[src/rtl/blit_pkg.sv]
package blit_pkg;

    // Fixed command word format
    localparam int CMD_W   = 32;
    localparam int OP_W    = 8;
    localparam int OPR_W   = CMD_W - OP_W;
    localparam int ADDR_W  = 24;
    localparam int PIX_W   = 16;
    localparam int DIM_W   = 10;
    localparam int PITCH_W = 11;

    // Opcodes
    localparam logic [OP_W-1:0] OPC_COLOR   = 8'h0B;
    localparam logic [OP_W-1:0] OPC_DST     = 8'h0C;
    localparam logic [OP_W-1:0] OPC_SRC     = 8'h0D;
    localparam logic [OP_W-1:0] OPC_WIDTH   = 8'h0E;
    localparam logic [OP_W-1:0] OPC_HEIGHT  = 8'h0F;
    localparam logic [OP_W-1:0] OPC_COPY_GO = 8'h21;
    localparam logic [OP_W-1:0] OPC_FILL_GO = 8'h23;
    localparam logic [OP_W-1:0] OPC_PITCH   = 8'h30;

    // Go-word operand bit positions
    localparam int GO_IRQ_BIT  = 1;
    localparam int GO_DVRV_BIT = 4;
    localparam int GO_DHRV_BIT = 5;
    localparam int GO_SVRV_BIT = 6;
    localparam int GO_SHRV_BIT = 7;

    typedef struct packed {
        logic [ADDR_W-1:0]  dst;
        logic [ADDR_W-1:0]  src;
        logic [DIM_W-1:0]   wm1;
        logic [DIM_W-1:0]   hm1;
        logic [PIX_W-1:0]   color;
        logic [PITCH_W-1:0] pitch;
    } blit_params_t;

    typedef struct packed {
        logic is_copy;
        logic want_irq;
        logic dst_vrev;
        logic dst_hrev;
        logic src_vrev;
        logic src_hrev;
    } go_flags_t;

    typedef enum logic [1:0] {
        ST_IDLE,
        ST_FILL_WR,
        ST_COPY_RD,
        ST_COPY_WR
    } eng_state_e;

    // Position along one axis, walked forward or backward
    function automatic logic [DIM_W-1:0] axis_pos(
        input logic             rev,
        input logic [DIM_W-1:0] cnt,
        input logic [DIM_W-1:0] last
    );
        return rev ? (last - cnt) : cnt;
    endfunction

    // Byte address of a pixel inside a rectangle
    function automatic logic [ADDR_W-1:0] pixel_addr(
        input logic [ADDR_W-1:0]  base,
        input logic [DIM_W-1:0]   row,
        input logic [DIM_W-1:0]   col,
        input logic [PITCH_W-1:0] pitch
    );
        logic [ADDR_W-1:0] off;
        off = ADDR_W'(row) * ADDR_W'(pitch) + ADDR_W'(col);
        return base + (off << 1);
    endfunction

endpackage

[src/rtl/blit_param_regs.sv]
module blit_param_regs
    import blit_pkg::*;
#(
    parameter int DISP_W = 320
) (
    input  logic             clk,
    input  logic             rst,
    input  logic             cmd_fire,
    input  logic [CMD_W-1:0] cmd_data,
    input  logic             busy,
    output blit_params_t     prm,
    output logic             go_fire,
    output go_flags_t        go_flags
);

    localparam logic [PITCH_W-1:0] PITCH_RST = PITCH_W'(DISP_W);

    logic [OP_W-1:0]  opc;
    logic [OPR_W-1:0] opr;
    blit_params_t     prm_q;
    logic             is_copy_go;
    logic             is_fill_go;

    assign opc = cmd_data[CMD_W-1:OPR_W];
    assign opr = cmd_data[OPR_W-1:0];

    assign is_copy_go = (opc == OPC_COPY_GO);
    assign is_fill_go = (opc == OPC_FILL_GO);

    always_ff @(posedge clk) begin
        if (rst) begin
            prm_q.dst   <= '0;
            prm_q.src   <= '0;
            prm_q.wm1   <= '0;
            prm_q.hm1   <= '0;
            prm_q.color <= '0;
            prm_q.pitch <= PITCH_RST;
        end else if (cmd_fire) begin
            case (opc)
                OPC_DST:    prm_q.dst   <= {opr[ADDR_W-1:1], 1'b0};
                OPC_SRC:    prm_q.src   <= {opr[ADDR_W-1:1], 1'b0};
                OPC_WIDTH:  prm_q.wm1   <= opr[DIM_W-1:0];
                OPC_HEIGHT: prm_q.hm1   <= opr[DIM_W-1:0];
                OPC_COLOR:  prm_q.color <= opr[PIX_W-1:0];
                OPC_PITCH:  prm_q.pitch <= opr[PITCH_W-1:0];
                default:    ;
            endcase
        end
    end

    assign prm = prm_q;

    always_comb begin
        go_fire           = cmd_fire && (is_copy_go || is_fill_go);
        go_flags.is_copy  = is_copy_go;
        go_flags.want_irq = opr[GO_IRQ_BIT];
        go_flags.dst_vrev = is_copy_go && opr[GO_DVRV_BIT];
        go_flags.dst_hrev = is_copy_go && opr[GO_DHRV_BIT];
        go_flags.src_vrev = is_copy_go && opr[GO_SVRV_BIT];
        go_flags.src_hrev = is_copy_go && opr[GO_SHRV_BIT];
    end


    param_hold_chk: assert property (@(posedge clk) disable iff (rst)
        (busy && $past(busy)) |-> $stable(prm_q));

endmodule

[src/rtl/blit_walker.sv]
module blit_walker
    import blit_pkg::*;
(
    input  logic             clk,
    input  logic             rst,
    input  logic             active,
    input  logic             start,
    input  logic             step,
    input  logic [DIM_W-1:0] wm1,
    input  logic [DIM_W-1:0] hm1,
    output logic [DIM_W-1:0] cx,
    output logic [DIM_W-1:0] cy,
    output logic             last
);

    logic row_end;

    assign row_end = (cx == wm1);
    assign last    = row_end && (cy == hm1);

    always_ff @(posedge clk) begin
        if (rst || start) begin
            cx <= '0;
            cy <= '0;
        end else if (step) begin
            if (last) begin
                cx <= '0;
                cy <= '0;
            end else if (row_end) begin
                cx <= '0;
                cy <= cy + 1'b1;
            end else begin
                cx <= cx + 1'b1;
            end
        end
    end


    walker_bound_chk: assert property (@(posedge clk) disable iff (rst)
        active |-> (cx <= wm1 && cy <= hm1));

endmodule

[src/rtl/blit_seq.sv]
module blit_seq
    import blit_pkg::*;
(
    input  logic              clk,
    input  logic              rst,
    input  logic              go_fire,
    input  go_flags_t         go_flags,
    input  blit_params_t      prm,
    input  logic [DIM_W-1:0]  cx,
    input  logic [DIM_W-1:0]  cy,
    input  logic              last,
    output logic              start,
    output logic              step,
    output logic              busy,
    output logic              done,
    output logic              irq,
    output logic              mem_req,
    output logic              mem_we,
    output logic [ADDR_W-1:0] mem_addr,
    output logic [PIX_W-1:0]  mem_wdata,
    input  logic              mem_ready,
    input  logic [PIX_W-1:0]  mem_rdata
);

    eng_state_e        state_q, state_nx;
    go_flags_t         flags_q;
    logic [PIX_W-1:0]  hold_q;
    logic              hs;
    logic [DIM_W-1:0]  d_row, d_col, s_row, s_col;
    logic [ADDR_W-1:0] dst_a, src_a;

    always_comb begin
        d_row = axis_pos(flags_q.dst_vrev, cy, prm.hm1);
        d_col = axis_pos(flags_q.dst_hrev, cx, prm.wm1);
        s_row = axis_pos(flags_q.src_vrev, cy, prm.hm1);
        s_col = axis_pos(flags_q.src_hrev, cx, prm.wm1);
    end

    assign dst_a = pixel_addr(prm.dst, d_row, d_col, prm.pitch);
    assign src_a = pixel_addr(prm.src, s_row, s_col, prm.pitch);

    assign busy      = (state_q != ST_IDLE);
    assign mem_req   = busy;
    assign mem_we    = (state_q != ST_COPY_RD);
    assign mem_addr  = (state_q == ST_COPY_RD) ? src_a : dst_a;
    assign mem_wdata = (state_q == ST_COPY_WR) ? hold_q : prm.color;

    assign hs    = mem_req && mem_ready;
    assign step  = hs && mem_we;
    assign start = go_fire && !busy;

    always_comb begin
        state_nx = state_q;
        case (state_q)
            ST_IDLE:    if (start) state_nx = go_flags.is_copy ? ST_COPY_RD : ST_FILL_WR;
            ST_FILL_WR: if (hs && last) state_nx = ST_IDLE;
            ST_COPY_RD: if (hs) state_nx = ST_COPY_WR;
            ST_COPY_WR: if (hs) state_nx = last ? ST_IDLE : ST_COPY_RD;
            default:    state_nx = ST_IDLE;
        endcase
    end

    always_ff @(posedge clk) begin
        if (rst) begin
            state_q <= ST_IDLE;
            flags_q <= '0;
            hold_q  <= '0;
            done    <= 1'b0;
            irq     <= 1'b0;
        end else begin
            state_q <= state_nx;
            if (start) flags_q <= go_flags;
            if (hs && state_q == ST_COPY_RD) hold_q <= mem_rdata;
            done <= step && last;
            irq  <= step && last && flags_q.want_irq;
        end
    end


    mem_hold_chk: assert property (@(posedge clk) disable iff (rst)
        (mem_req && !mem_ready) |=> (mem_req && $stable(mem_addr)
                                     && $stable(mem_we) && $stable(mem_wdata)));


    done_idle_chk: assert property (@(posedge clk) disable iff (rst)
        done |-> (!busy && $past(busy)));


    irq_done_chk: assert property (@(posedge clk) disable iff (rst)
        irq |-> done);

endmodule

[src/rtl/rect_blit_engine.sv]
module rect_blit_engine
    import blit_pkg::*;
#(
    parameter int DISP_W = 320
) (
    input  logic        clk,
    input  logic        rst,
    input  logic        cmd_valid,
    input  logic [31:0] cmd_data,
    output logic        cmd_ready,
    output logic        mem_req,
    output logic        mem_we,
    output logic [23:0] mem_addr,
    output logic [15:0] mem_wdata,
    input  logic        mem_ready,
    input  logic [15:0] mem_rdata,
    output logic        busy,
    output logic        done,
    output logic        irq
);

    blit_params_t     prm;
    go_flags_t        go_flags;
    logic             go_fire;
    logic             cmd_fire;
    logic             start;
    logic             step;
    logic [DIM_W-1:0] cx, cy;
    logic             last;

    assign cmd_ready = !busy;
    assign cmd_fire  = cmd_valid && cmd_ready;

    blit_param_regs #(.DISP_W(DISP_W)) u_params (
        .clk      (clk),
        .rst      (rst),
        .cmd_fire (cmd_fire),
        .cmd_data (cmd_data),
        .busy     (busy),
        .prm      (prm),
        .go_fire  (go_fire),
        .go_flags (go_flags)
    );

    blit_walker u_walker (
        .clk    (clk),
        .rst    (rst),
        .active (busy),
        .start  (start),
        .step   (step),
        .wm1    (prm.wm1),
        .hm1    (prm.hm1),
        .cx     (cx),
        .cy     (cy),
        .last   (last)
    );

    blit_seq u_seq (
        .clk       (clk),
        .rst       (rst),
        .go_fire   (go_fire),
        .go_flags  (go_flags),
        .prm       (prm),
        .cx        (cx),
        .cy        (cy),
        .last      (last),
        .start     (start),
        .step      (step),
        .busy      (busy),
        .done      (done),
        .irq       (irq),
        .mem_req   (mem_req),
        .mem_we    (mem_we),
        .mem_addr  (mem_addr),
        .mem_wdata (mem_wdata),
        .mem_ready (mem_ready),
        .mem_rdata (mem_rdata)
    );


    idle_quiet_chk: assert property (@(posedge clk) disable iff (rst)
        !busy |-> (!mem_req && cmd_ready));

endmodule

[config.mk]
export PLATFORM = sky130hd
export DESIGN_NAME = rect_blit_engine
export DESIGN_NICKNAME = d
export VERILOG_FILES = /design/src/rtl/blit_pkg.sv /design/src/rtl/blit_param_regs.sv /design/src/rtl/blit_walker.sv /design/src/rtl/blit_seq.sv /design/src/rtl/rect_blit_engine.sv
export SDC_FILE = /design/constraint.sdc
export NUM_CORES = 1
export LEC_CHECK = 0
export BUFFER_PORTS_ARGS = -buffer_cell sky130_fd_sc_hd__buf_4
export CORE_MARGIN = 1
export CORE_UTILIZATION = 64
export CTS_CLUSTER_DIAMETER = 80
export DETAILED_ROUTE_END_ITERATION = 8
export PLACE_DENSITY = 0.83
export SKIP_LAST_GASP = 1
export SLEW_MARGIN = 10
export SYNTH_ARGS = -nofsm -noshare
export SYNTH_HDL_FRONTEND = slang
export SYNTH_SLANG_ARGS = --single-unit
[constraint.sdc]
create_clock -name clk -period 10.66 [get_ports clk]
set_input_delay 1.066 -clock clk [delete_from_list [all_inputs] [get_ports clk]]
set_output_delay 1.066 -clock clk [all_outputs]
set_load 0.02 [all_outputs]
Yosys cells after proc, flatten, opt, wreduce, memory -nomap -nowiden

Index checks and enable logic that the tools add are counted.

Add/subtract/negate cells: 8
Multiply operators: 2
Eq/ne operators: 18
Mux-type cells: 17
Reduce and logical (&&, ||, !) cells: 28

Operators by type and width:

| cell                                                                     | count |
|---|---|
| 10-bit two-way mux                                                       | 8 |
| 24-bit adder                                                             | 2 |
| 21-bit by 10-bit adder with 22-bit output                                | 2 |
| 10-bit by 11-bit multiplier with 21-bit output                           | 2 |
| 8-bit by 4-bit == test with 1-bit output (second input constant)         | 5 |
| 8-bit by 6-bit == test with 1-bit output (second input constant)         | 3 |
| 24-bit two-way mux                                                       | 1 |
| 10-bit by 1-bit adder with 10-bit output (second input constant)         | 2 |
| 10-bit == test                                                           | 2 |
| 10-bit subtractor                                                        | 2 |
| 16-bit two-way mux                                                       | 1 |
| 1-bit logical AND                                                        | 14 |
| 2-bit AND reduction                                                      | 7 |
| 2-bit two-way mux                                                        | 6 |
| 2-bit case mux with 4 select lines                                       | 1 |
| 2-bit by 1-bit inequality test with 1-bit output (second input constant) | 3 |
| 2-bit == test (second input constant)                                    | 2 |
| 2-bit inequality test (second input constant)                            | 2 |
| 4-bit AND reduction                                                      | 1 |
| 2-bit nonzero test                                                       | 2 |
| 2-bit by 1-bit == test with 1-bit output (second input constant)         | 1 |
| 2-bit zero test                                                          | 1 |
| 1-bit logical OR                                                         | 2 |
| 1-bit zero test                                                          | 1 |

Bits in registers: 138
Input port bits: 52
Output and inout port bits: 46

Depth between registers and ports, before layout

Depth in word-level cells: 7
Depth in mapped cells: 41
Gate-level depth less buffers: 39

By module

A second synthesis with hierarchy kept.

Cell total of the unflattened synthesis: 2316
Area, all modules: 18835.6 um2

Modules (own cells, without submodules):

| module           | times used | cells each | area an instance (um2) | sequential area each (um2) |
|---|---|---|---|---|
| blit_seq         | 1          | 1827       | 13738.2                | 500.5 |
| blit_param_regs  | 1          | 352        | 3833.7                 | 1861.8 |
| blit_walker      | 1          | 135        | 1253.7                 | 400.4 |
| rect_blit_engine | 1          | 2          | 10.0                   | 0.0 |

Worst setup path before layout

Ideal clock, no wire load.

Path kind: register to output
Start: register u_walker.cy[1]
End: output mem_addr[21]
Arrival: 8258 ps
Setup slack: 1336 ps
Stages on the path, launching flop included: 41
Cells stage by stage: dfxtp_1 > clkbuf_1 > inv_1 > ha_1 > nor2b_1 > o21ai_1 > a21boi_1 > o21ai_1 > a21boi_0 > o21a_1 > or3_1 > a31oi_1 > clkbuf_1 > nor2b_1 > fa_1 > inv_1 > fa_1 > fa_1 > [... 5 more ...] > ha_1 > clkbuf_1 > a21o_1 > a21o_1 > a21o_1 > a21oi_1 > o21ai_0 > a21oi_1 > o21bai_1 > a21oi_1 > xnor2_1 > ha_1 > and3_1 > nand3_1 > o211ai_1 > nor2_1 > xor2_1 > o21ai_0

Cells in the longest elaborated chain, start to end: 6

Ends and longest elaborated chain:

| element                                        | RTL line               | text |
|---|---|---|
| from (decl)                                    | blit_walker.sv:12      | `output logic [DIM_W-1:0] cy,` |
| from (signal assigned)                         | blit_walker.sv:31      | `cy <= cy + 1'b1;` |
| 10-bit subtractor                              | blit_pkg.sv:60         | `return rev ? (last - cnt) : cnt;` |
| 10-bit two-way mux                             | blit_pkg.sv:60         |  |
| 10-bit by 11-bit multiplier with 21-bit output | blit_pkg.sv:71         | `off = ADDR_W'(row) * ADDR_W'(pitch) + ADDR_W'(col);` |
| 21-bit by 10-bit adder with 22-bit output      | blit_pkg.sv:71         |  |
| 24-bit adder                                   | blit_pkg.sv:72         | `return base + (off << 1);` |
| 24-bit two-way mux *                           | blit_seq.sv:45         | `assign mem_addr = (state_q == ST_COPY_RD) ? src_a : dst_a;` |
| to (decl)                                      | rect_blit_engine.sv:13 | `output logic [23:0] mem_addr,` |

Every way passes the cells marked *; elsewhere a longest branch is shown, timed or not.

Worst setup path in the final report

Start: register u_walker.cy[1]
End: output mem_addr[22]

Same word-level chain as after synthesis.

==> results <==
- Compared with the post-synthesis result, the final layout area differs by 8.928%.
- For this run, the number of Yosys warnings is 0.
- The primary flip-flop cell chosen by synthesis mapping is dfxtp_1.
- Setup repair after global routing left no endpoint under its margin.
- The global router's overall resource usage is 0.3424.
- The area of the mapped netlist is 0.01710 mm^2.
- The number of rows created at floorplan is 59.
- The HPWL after detailed placement is 33730 um.
- The library cell used as clock root buffer is clkbuf_16.
- The cell area power density is 61.54 mW/mm^2.
- Of the available clock period, the critical path in the final layout requires 0.9526.
- The number of register bits inferred by synthesis is 138.
- The number of global-route vias before repair is 14737.
- Of the post-synthesis cell area, the dominant cell type holds 0.1944.
- The tree built by TritonCTS fans out to 138 sinks.
- In this run the mean area of a mapped cell was 8.107 um^2.
- By instance count, the leading cell after synthesis is nand2_1.
- The number of instances in the synthesized netlist is 2109.
- After layout, the minimum clock period comes to 10.15 ns.
- The netlist uses 76 different library cells.
- The startpoint kind of the worst setup timing path is a flop.
- Input and output buffers added on the ports amount to 96.
- The tool flagged a number of max-cap violations equal to 0.
- Ranked by instance count, the synthesized netlist is headed by nand2_1 (299), inv_1 (284), ha_1 (192), fa_1 (166), a21oi_1 (154).
- The number of antenna violations at the first check in global routing was 0.
- The startpoint of the most critical setup path is u_walker.cy[1]$_SDFFE_PP0P_.
- The number of hold-slack violations in the final timing report was 0.
- After clock tree synthesis, the clock-pin slew on the worst setup and hold paths is 0.07 ns.
- Among all stages on the critical path, the largest delay is contributed by fa_1.
- The arrival time of data at the critical path endpoint is 9.09 ns.
- The clock reaches the later pin of the worst-skew pair after 0.44 ns.
- The die covers 0.02737 mm^2.
- Data on the critical path is required at its endpoint by 9.59 ns.
- The effective utilization at floorplan is 0.6543.
- The final routed wire length divided by cell count is 17.84 um.
- The number of buffers inserted during clock tree synthesis is 17.
- Entering global routing, the biggest net connects 86 pins.
- The count of TritonRoute iterations in the first routing pass is 7.
- The global-route wire length before repair is 72910 um.
- The slew at the pin closest to its max-slew limit is 1.179 ns.
- Hold timing on the final database bottoms out at a slack of 0.4513 ns.
- The number of DRC violations after detailed-routing iteration 0 is 1043.
- Static timing analysis puts the maximum clock frequency at 98.48 MHz.
- For this run, the slowest stage of the critical path takes 0.55 ns.
- For this run, design rule violations remaining after detail routing come to 0.
- The number of endpoints failing setup at the final stage is 0.
- The overflow left after global routing is 0.
- From bottom edge to top edge, the die measures 165.4 um.
- The region available for standard cell placement spans 0.02613 mm^2.
- In this run the worst setup path terminates at mem_addr[22].
- In this run, synthesis inferred 0 flip-flops with an integrated enable.
- For this block, the routed nets add up to 44550 um of wire.
- The final setup skew is 0.01544 ns.
- The startpoint identified for the worst register-to-register timing path is u_walker.cx[5]$_SDFFE_PP0P_.
- Headroom to the max-slew limit came out at 0.2141.
- Once detail routing completed, the nets flagged for antenna violations numbered 0.
- The run finished with clean final reports.
- Power comes to 0.001146 W.
- The type of the worst setup path is flop to output port.
- The cell count of the worst reg-to-reg path is 10.
- The die extent in x is 165.4 um.
- The total negative slack is 0 ns.
- By area the synthesized netlist is led by fa_1 (19%), dfxtp_1 (16%), ha_1 (14%).
- The total number of vias is 14665.
- In this run the worst path has a maximum fanout of 11.
- The number of nets in the synthesized netlist is 2519.
- The final-report max-slew violation count was 0.
- Of all cell types, the one taking the most synthesized area is fa_1.
- The clock tree synthesis step divided the H-tree into 4 levels.
- The static leakage is 9.104 nW.
- The endpoint of the most critical register-to-register path is u_walker.cy[9]$_SDFFE_PP0P_.
- For this run, the register share of the synthesized area comes to 0.1616.
- The via density per instance is 5.873.
- The setup slack of the most critical reg-to-reg path is 7.69 ns.
- The worst setup path is captured at an output port.
- The post-cts hold buffer count is 0.
- The top-level port count is 98.
- The clock passes through at most 2 buffers.
- The global placer's final weighted congestion is 0.9248.
- The CTS tree is yes.
- For this run, the post-layout net count is 2559.
- The worst vdd rail ir drop is 77.96 uV.
- The min-delay analysis places its worst path in the category flop to flop.
- The share of synthesized registers carrying an async set or reset is 0.
- The repair_antennas step left the layout with diodes totalling 0.
- The fraction of layout cells with a size suffix above 1 is 0.09251.
==> metrics by stage <==
step	std cells	worst slack [ns]	area, um^2	util
final	2497	0.5053	18620	0.7127
after global routing	2497	0.006412	18620	0.7127
after CTS	2494	0.03463	18540	0.7094
after detailed placement	2462	0.5343	17980	0.6880
after global placement	2462	0.6719	17980	0.6880
after floorplan	2109	1.336	17100	-
==> registers in the layout, indices dropped and copies added, names as in the netlist <==
signal	cells
u_seq.flags_q	5
u_walker.cx	10
u_seq.irq	1
u_seq.state_q	2
u_seq.hold_q	16
u_walker.cy	10
u_params.prm	93
u_seq.done	1
==> logic make-up (layout without fill, tap and decap cells) <==
logic type	after synthesis	after routing	synth area share
muxes	72	72	0.04332
buffers and inverters	383	436	0.08657
xor gates and xnor gates	102	102	0.05225
AOI/OAI and AO/OA	350	350	0.1257
and+or+nand+nor	705	705	0.1955
adders and majority gates	358	358	0.3349
other	1	1	0.0002193
DFF	138	138	0.1616
==> layer usage <==
metal / global-route usage / vias up / part of all wire
li1: - / 6927 / -
met1: 0.4472 / 7038 / 0.42
met2: 0.5746 / 593 / 0.48
met3: 0.05769 / 107 / 0.074
met4: 0.1120 / 0 / 0.026
met5: 0 / - / 0
==> area by class of cell <==
cell class              count  area [um^2]
clock buffers              18        429.2
clock inverters            14        130.1
fillers                  2078         7508
inverters                 286         1074
multi-input cells        1588        12920
flip-flops and latches    138         2765
well taps                 335        419.2
repair buffers            118        885.9
==> critical path, delay by kind of cell, from the launching register on <==
kind,cells,cell delay (ns)
and+or+nand+nor,5,0.92
adders and majority gates,8,3.44
DFF,1,0.44
buffers and inverters,7,0.67
AOI/OAI and AO/OA,13,2.78
xor gates and xnor gates,2,0.38
==> where the power goes <==
group / switching (W) / total (W) / internal (W)
clock network: 0.000279 / 0.000586 / 0.000307
logic: 0.0000273 / 0.0000436 / 0.0000163
registers: 0.000000759 / 0.000516 / 0.000516
==> layout by cell type (no fill, tap or decap), types with 4 or more instances in the layout <==
cell        instances
a2111oi_0           5
a211o_1             4
a211oi_1            8
a21o_1             31
a21oi_1           153
a31oi_1             8
and2_1             73
and3_1             11
and4_1              4
buf_4             118
clkbuf_16          17
clkinvlp_4          4
dfxtp_1           136
fa_1              166
ha_1              191
inv_1             284
inv_6               5
mux2_2             16
mux2i_1            56
nand2_1           299
nand2b_1           34
nand3_1            33
nand3b_1            4
nand4_1            10
nor2_1            131
nor2b_1            57
nor3_1             16
o211ai_1            5
o21a_1             11
o21ai_0            58
o21ai_1            11
o21bai_1           10
or2_2               5
or3_1               7
xnor2_1            67
xor2_1             35
==> worst min-delay path by stage <==
| stage | depth (start not counted) | slack, ns | end | start |
|---|---|---|---|---|
| global placement | 1 | 0.44 | u_seq.irq$_SDFF_PP0_ | u_seq.flags_q[4]$_SDFFE_PP0P_ |
| finish | 2 | 0.45 | u_seq.flags_q[4]$_SDFFE_PP0P_ | u_seq.flags_q[4]$_SDFFE_PP0P_ |
| CTS | 2 | 0.45 | u_seq.flags_q[4]$_SDFFE_PP0P_ | u_seq.flags_q[4]$_SDFFE_PP0P_ |
| global route | 2 | 0.47 | u_seq.hold_q[13]$_SDFFE_PP0P_ | u_seq.hold_q[13]$_SDFFE_PP0P_ |
| floorplan | 1 | 0.43 | u_seq.irq$_SDFF_PP0_ | u_seq.flags_q[4]$_SDFFE_PP0P_ |
| detailed placement | 2 | 0.44 | u_seq.flags_q[4]$_SDFFE_PP0P_ | u_seq.flags_q[4]$_SDFFE_PP0P_ |
==> timing repair <==
item                                    4_1_cts  5_1_grt
resized for setup                             0       20
buffers inserted                              0        3
endpoints found under the setup margin        0       10
Note: power is estimated with default switching activity, not from simulation.
